<file path="config.mk">
export PLATFORM = sky130hd
export DESIGN_NAME = irq_redirect_unit
export DESIGN_NICKNAME = d
export VERILOG_FILES = /design/src/rtl/irq_redir_pkg.sv /design/src/rtl/irq_entry.sv /design/src/rtl/irq_prio_pick.sv /design/src/rtl/irq_redirect_unit.sv
export SDC_FILE = /design/constraint.sdc
export NUM_CORES = 1
export LEC_CHECK = 0
export CORE_MARGIN = 4
export CORE_UTILIZATION = 56
export DETAILED_ROUTE_END_ITERATION = 12
export PLACE_DENSITY = 0.81
export REMOVE_ABC_BUFFERS = 1
export SYNTH_ARGS = -nofsm -noshare
export SYNTH_HDL_FRONTEND = slang
export SYNTH_SLANG_ARGS = --single-unit
</file>
<file path="constraint.sdc">
create_clock -name clk -period 2.8 [get_ports clk]
set_clock_uncertainty 0.1 [all_clocks]
set_input_delay 0.42 -clock clk [delete_from_list [all_inputs] [get_ports clk]]
set_output_delay 0.42 -clock clk [all_outputs]
set_load 0.02 [all_outputs]
</file>
<file path="src/rtl/irq_redir_pkg.sv">
package irq_redir_pkg;
  localparam int VEC_W       = 8;
  localparam int DATA_W      = 32;
  localparam int ID_W        = 4;
  localparam int ID_LSB      = 24;
  localparam int SCRATCH_BIT = 15;
  localparam int LVL_BIT     = 8;
  localparam int MSK_BIT     = 9;
  localparam int RFLAG_BIT   = 10;

  typedef struct packed {
    logic             masked;
    logic             level;
    logic [VEC_W-1:0] vector;
  } entry_cfg_t;

  localparam entry_cfg_t CFG_RESET = '{masked: 1'b1, level: 1'b0, vector: '0};
endpackage

</file>
<file path="src/rtl/irq_entry.sv">
module irq_entry
  import irq_redir_pkg::*;
(
  input  logic             clk,
  input  logic             rst_n,
  input  logic             irq_in,
  input  logic             cfg_we,
  input  entry_cfg_t       cfg_wdata,
  input  logic             eoi_we,
  input  logic [VEC_W-1:0] eoi_vec,
  input  logic             accept,
  output entry_cfg_t       cfg_q,
  output logic             rflag_q,
  output logic             req
);
  logic prev_q, pend_q, rise, eoi_hit;

  assign rise    = irq_in & ~prev_q;
  assign eoi_hit = eoi_we && (eoi_vec == cfg_q.vector);

  always_ff @(posedge clk) begin
    if (!rst_n) begin
      cfg_q   <= CFG_RESET;
      prev_q  <= 1'b0;
      pend_q  <= 1'b0;
      rflag_q <= 1'b0;
    end else begin
      prev_q <= irq_in;
      if (cfg_we) cfg_q <= cfg_wdata;
      // edge capture: a new edge wins over a same-cycle acceptance
      if (!cfg_q.level && !cfg_q.masked && rise) pend_q <= 1'b1;
      else if (accept || cfg_q.level || cfg_q.masked) pend_q <= 1'b0;
      // remote flag: meaningful only in level mode; set wins over clear
      if (!cfg_q.level) rflag_q <= 1'b0;
      else if (accept) rflag_q <= 1'b1;
      else if (eoi_hit) rflag_q <= 1'b0;
    end
  end

  assign req = ~cfg_q.masked & (cfg_q.level ? (irq_in & ~rflag_q) : pend_q);

  // acceptance of a level message sets the flag
  a_r4_flag_on_accept: assert property (@(posedge clk) disable iff (!rst_n)
    accept && cfg_q.level |=> rflag_q);
  // a matching end-of-interrupt clears the flag
  a_r5_eoi_clears: assert property (@(posedge clk) disable iff (!rst_n)
    eoi_hit && !accept |=> !rflag_q);
  // edge entries never hold the flag
  a_r7_edge_no_flag: assert property (@(posedge clk) disable iff (!rst_n)
    !cfg_q.level |=> !rflag_q);
endmodule

</file>
<file path="src/rtl/irq_prio_pick.sv">
module irq_prio_pick #(
  parameter int N = 8,
  localparam int IDX_W = $clog2(N)
) (
  input  logic             clk,
  input  logic             rst_n,
  input  logic [N-1:0]     req,
  output logic [N-1:0]     grant,
  output logic             any,
  output logic [IDX_W-1:0] idx
);
  always_comb begin
    grant = '0;
    idx   = '0;
    any   = 1'b0;
    for (int i = N - 1; i >= 0; i--) begin
      if (req[i]) begin
        grant = '0;
        grant[i] = 1'b1;
        idx = IDX_W'(i);
        any = 1'b1;
      end
    end
  end

  // at most one winner, and only among requesters
  a_r9_single_grant: assert property (@(posedge clk) disable iff (!rst_n)
    $onehot0(grant));
  a_r9_grant_req: assert property (@(posedge clk) disable iff (!rst_n)
    (grant & ~req) == '0);
endmodule

</file>
<file path="src/rtl/irq_redirect_unit.sv">
module irq_redirect_unit
  import irq_redir_pkg::*;
#(
  parameter int NUM_LINES = 8,
  parameter int ADDR_W    = 4,
  localparam int LINE_W   = $clog2(NUM_LINES)
) (
  input  logic                 clk,
  input  logic                 rst_n,
  input  logic [NUM_LINES-1:0] irq_in,
  input  logic                 reg_wr_en,
  input  logic [ADDR_W-1:0]    reg_wr_addr,
  input  logic [DATA_W-1:0]    reg_wr_data,
  input  logic [ADDR_W-1:0]    reg_rd_addr,
  output logic [DATA_W-1:0]    reg_rd_data,
  output logic                 msg_valid,
  input  logic                 msg_ready,
  output logic [VEC_W-1:0]     msg_vector,
  output logic [LINE_W-1:0]    msg_line
);
  localparam int ADDR_ID    = 0;
  localparam int ADDR_EOI   = 1;
  localparam int ENTRY_BASE = 2;

  entry_cfg_t           cfg_arr [NUM_LINES];
  logic [NUM_LINES-1:0] rflag, req, accept, cfg_we, grant;
  logic                 pick_any, eoi_we;
  logic [LINE_W-1:0]    pick_idx;
  logic [ID_W-1:0]      id_q;
  logic                 scratch_q;
  entry_cfg_t           cfg_wdata;
  logic                 unused_wr_bits;

  assign eoi_we    = reg_wr_en && (reg_wr_addr == ADDR_W'(ADDR_EOI));
  assign cfg_wdata = '{masked: reg_wr_data[MSK_BIT], level: reg_wr_data[LVL_BIT],
                       vector: reg_wr_data[VEC_W-1:0]};
  assign unused_wr_bits = ^{reg_wr_data[31:28], reg_wr_data[23:16], reg_wr_data[14:10]};

  generate
    for (genvar i = 0; i < NUM_LINES; i++) begin : g_entry
      assign cfg_we[i] = reg_wr_en && (reg_wr_addr == ADDR_W'(ENTRY_BASE + i));
      assign accept[i] = msg_valid && msg_ready && (msg_line == LINE_W'(i));
      irq_entry u_entry (
        .clk       (clk),
        .rst_n     (rst_n),
        .irq_in    (irq_in[i]),
        .cfg_we    (cfg_we[i]),
        .cfg_wdata (cfg_wdata),
        .eoi_we    (eoi_we),
        .eoi_vec   (reg_wr_data[VEC_W-1:0]),
        .accept    (accept[i]),
        .cfg_q     (cfg_arr[i]),
        .rflag_q   (rflag[i]),
        .req       (req[i])
      );
    end
  endgenerate

  irq_prio_pick #(.N(NUM_LINES)) u_pick (
    .clk   (clk),
    .rst_n (rst_n),
    .req   (req),
    .grant (grant),
    .any   (pick_any),
    .idx   (pick_idx)
  );

  always_ff @(posedge clk) begin
    if (!rst_n) begin
      id_q      <= '0;
      scratch_q <= 1'b0;
    end else if (reg_wr_en && reg_wr_addr == ADDR_W'(ADDR_ID)) begin
      id_q      <= reg_wr_data[ID_LSB +: ID_W];
      scratch_q <= reg_wr_data[SCRATCH_BIT];
    end
  end

  // one message in flight; a launch needs an idle cycle after each transfer
  always_ff @(posedge clk) begin
    if (!rst_n) begin
      msg_valid  <= 1'b0;
      msg_line   <= '0;
      msg_vector <= '0;
    end else if (!msg_valid) begin
      if (pick_any) begin
        msg_valid  <= 1'b1;
        msg_line   <= pick_idx;
        msg_vector <= cfg_arr[pick_idx].vector;
      end
    end else if (msg_ready) begin
      msg_valid <= 1'b0;
    end
  end

  always_comb begin
    reg_rd_data = '0;
    if (reg_rd_addr == ADDR_W'(ADDR_ID))
      reg_rd_data = {4'b0, id_q, 8'b0, scratch_q, 15'b0};
    for (int i = 0; i < NUM_LINES; i++) begin
      if (reg_rd_addr == ADDR_W'(ENTRY_BASE + i))
        reg_rd_data = {21'b0, rflag[i], cfg_arr[i].masked, cfg_arr[i].level, cfg_arr[i].vector};
    end
  end

  // a stalled message keeps its payload
  a_r10_hold: assert property (@(posedge clk) disable iff (!rst_n)
    msg_valid && !msg_ready |=> msg_valid && $stable(msg_line) && $stable(msg_vector));
  // a completed transfer is followed by an idle cycle
  a_r9_one_outstanding: assert property (@(posedge clk) disable iff (!rst_n)
    msg_valid && msg_ready |=> !msg_valid);
  // only a line with a pending request may launch
  a_r9_launch_from_req: assert property (@(posedge clk) disable iff (!rst_n)
    !msg_valid && !pick_any |=> !msg_valid);
endmodule

</file>
==> metrics.csv <==
metric,value,unit
internal power,3.547,mW
largest net degree at the start of global routing,62,
min Tclk post-route,2.695,ns
Critical Path Source Type,input pin,
Worst Setup SP,reg_rd_addr[2],
routed vias/inst,5.830,
total grt overflow,0,
crit path DAT,2.17,ns
Core ar.,12160,um^2
number of antenna diodes,0,
Initial Util,0.5813,
final cycle utilization of the critical path,0.9624,
Setup crit end kind,primary output,
Max-Cap Viols,0,
synthesis-stage register bit count,121,
fillcell total,926,
DP Cell Count,1064,
clock share of power,0.518,
io pins,96,
clock transition at the registers of the reported paths,0.05,ns
antenna violations before repair,0,
critical path type,in -> out,
Non-Filler Instances,1098,
All-Layer GR Usage,0.3062,
post-synth cell types,60,
Pwr Total,4.600,mW
Die X,120.4,um
R2R Path Start,g_entry[3].u_entry.cfg_q[8],
CTS Hold Bufs,0,
worst rel slew slack,0.4465,
worst vdd ir,0.0003663,V
Post-synth EDFFs,0,
DR iter-0 viols,545,
H-Tree Level Count,4,
Max clock buf depth,2,
run status,completed,
Worst-Margin Slew,0.8281,ns
sw frac,0.2288,
Worst Hold Launch,id_q[1],
first drt pass iteration count,7,
Crit path required time,2.28,ns
synth warn,0,
final hold violations,0,
Switch Pwr,1.053,mW
HP Class,reg -> reg,
async set-reset flop share out of synthesis,0,
CTS tree,done,
# clock sinks,121,
Synth Area per Inst,8.590,um^2
Final Cell Area,8803,um^2
DRC viols,0,
Post-DP Area,8165,um^2
post-route ant nets,0,
dpl hpwl,16000,um
Worst Path Max Fanout,7,
routability congestion estimate,0.9985,
Die Y,120.4,um
sequential share of power,0.385,
Comb pwr share,0.097,
Nets,970,
FP Rows,40,
Area Overhead vs Synth,24.53,%
Mapped Cells,823,
root cell of the clock tree,clkbuf_16,
post-synthesis sequential area ratio,0.3427,
clock latency at the later pin of the worst-skew pair,0.44,ns
Post-Syn Area,7069,um^2
share of layout cells above drive strength 1,0.1688,
Die Area,14490,um^2
first-pass GRT wire length,34320,um
RSZ-0062 raised after global routing,true,
Max Slew Vio Count,0,
port bufs,62,
fmax,371.1,MHz
TritonCTS Buffers,17,
WL final,21910,um
Pleak,3.184,nW
setup violators final,0,
vias in the first global route,6325,
Vias,6401,
wire per inst,19.95,um
prevailing post-synth register cell,dfxtp_1,
Pwr Density,522.5,nW/um^2
-- routing by layer --
metal	share of wire	global-route usage	up-vias
li1	-	-	3023
met1	0.41	0.3785	3011
met2	0.47	0.5065	306
met3	0.070	0.06314	61
met4	0.044	0.1537	0
met5	0	0	-
-- through the flow --
stage | hold slack (ns) | util | setup TNS (ns) | setup WS, ns
floorplan | 0.3388 | - | 0 | 0.2693
global placement | 0.3464 | 0.6714 | -4.631 | -0.4257
detailed placement | 0.3586 | 0.6714 | -4.732 | -0.4181
CTS | 0.3697 | 0.7239 | -0.002438 | -0.002438
global route | 0.3964 | 0.7239 | -0.001797 | -0.001797
finish | 0.3624 | 0.7239 | 0 | 0.1052
-- power groups by stage --
stage	sequential [mW]	clock, mW	combinational [mW]
2_1_floorplan	1.80	0	0.204
3_3_place_gp	1.80	0	0.427
3_5_place_dp	1.81	0	0.434
4_1_cts	1.77	2.40	0.436
5_1_grt	1.77	2.48	0.474
6_report	1.77	2.38	0.445
-- path summary, 6_finish.rpt --
| kind | slack (ns) | cells past startpoint | endpoint |
|---|---|---|---|
| worst min register to register | 0.36 | 2 | id_q[1] |
| worst max-delay path | 0.11 | 9 | reg_rd_data[8] |
| worst min-delay path | 0.36 | 2 | id_q[1] |
| worst max register to register | 0.50 | 8 | msg_vector[6] |
-- registers in the layout, indices dropped and copies added, names as in the netlist --
register and count:
msg_vector 8, scratch_q 1, g_entry.u_entry.rflag_q 8, msg_valid 1, g_entry.u_entry.prev_q 8, g_entry.u_entry.pend_q 8, g_entry.u_entry.cfg_q 80, msg_line 3
id_q 4
-- cell usage in the layout (no fill, tap or decap), types with 5 or more instances in the layout --
| master | netlist | layout |
|---|---|---|
| nand4_1 | 16 | 16 |
| o221ai_1 | 5 | 5 |
| nand2b_1 | 6 | 6 |
| buf_4 | 16 | 62 |
| a21boi_0 | 6 | 6 |
| nor2_2 | 3 | 5 |
| clkbuf_16 | 0 | 17 |
| dlygate4sd2_1 | 0 | 6 |
| and2_1 | 14 | 14 |
| a221oi_2 | 8 | 9 |
| o2bb2ai_1 | 8 | 8 |
| o21ai_1 | 9 | 11 |
| xnor2_1 | 64 | 64 |
| clkbuf_8 | 0 | 5 |
| nand3_1 | 12 | 12 |
| conb_1 | 1 | 16 |
| o31ai_1 | 8 | 8 |
| clkdlybuf4s50_1 | 0 | 43 |
| nand2_1 | 128 | 127 |
| a21oi_1 | 35 | 34 |
| o22ai_1 | 8 | 8 |
| nor2_1 | 34 | 32 |
| mux2_4 | 8 | 8 |
| o21ai_0 | 14 | 12 |
| a22oi_1 | 12 | 12 |
| a21boi_1 | 19 | 19 |
| nor3_1 | 8 | 8 |
| inv_1 | 10 | 10 |
| buf_2 | 2 | 7 |
| nor2b_1 | 69 | 67 |
| dfxtp_1 | 121 | 121 |
| mux2i_1 | 71 | 71 |
| a21boi_2 | 8 | 8 |
-- Yosys cell counts (14+ instances only) --
master,count,share of area
nand2_1,128,0.068
dfxtp_1,121,0.34
mux2i_1,71,0.10
nor2b_1,69,0.061
xnor2_1,64,0.079
clkbuf_1,43,0.023
a21oi_1,35,0.025
nor2_1,34,0.018
a21boi_1,19,0.020
buf_4,16,0.017
nand4_1,16,0.014
and2_1,14,0.012
o21ai_0,14,0.0099
-- logic make-up after synthesis --
family,after synthesis,share of synthesized area
AOI/OAI and AO/OA,165,0.1761
buffers and inverters,80,0.05239
other,1,0.0005305
muxes,80,0.1191
DFF,121,0.3427
and+or+nand+nor,312,0.2299
xor gates and xnor gates,64,0.07929
-- critical path: stages --
cell and delay (ns):
clkdlybuf4s50_1 0.48, buf_4 0.16, nor3_1 0.06, buf_4 0.16, a222oi_1 0.32, o211ai_1 0.16
o21ai_1 0.10, nand2_1 0.06, clkdlybuf4s15_2 0.25
-- layout make-up --
type                            instances  area (um^2)  area share
Clock buffer                           24        501.7     0.05699
Clock inverter                          7        137.6     0.01563
Inverter                               11        41.29    0.004690
Multi-Input combinational cell        637         4360      0.4953
Sequential cell                       121         2422      0.2752
Tap cell                              168        210.2     0.02388
Timing Repair Buffer                  130         1130      0.1283
-- repair_timing --
item,in CTS,in global routing
setup buffers,0,2
resized for setup,42,18
gates cloned,0,1
endpoints found under the setup margin,16,11
pin swaps,7,3
No activity file was read; power rests on OpenSTA's default activity.
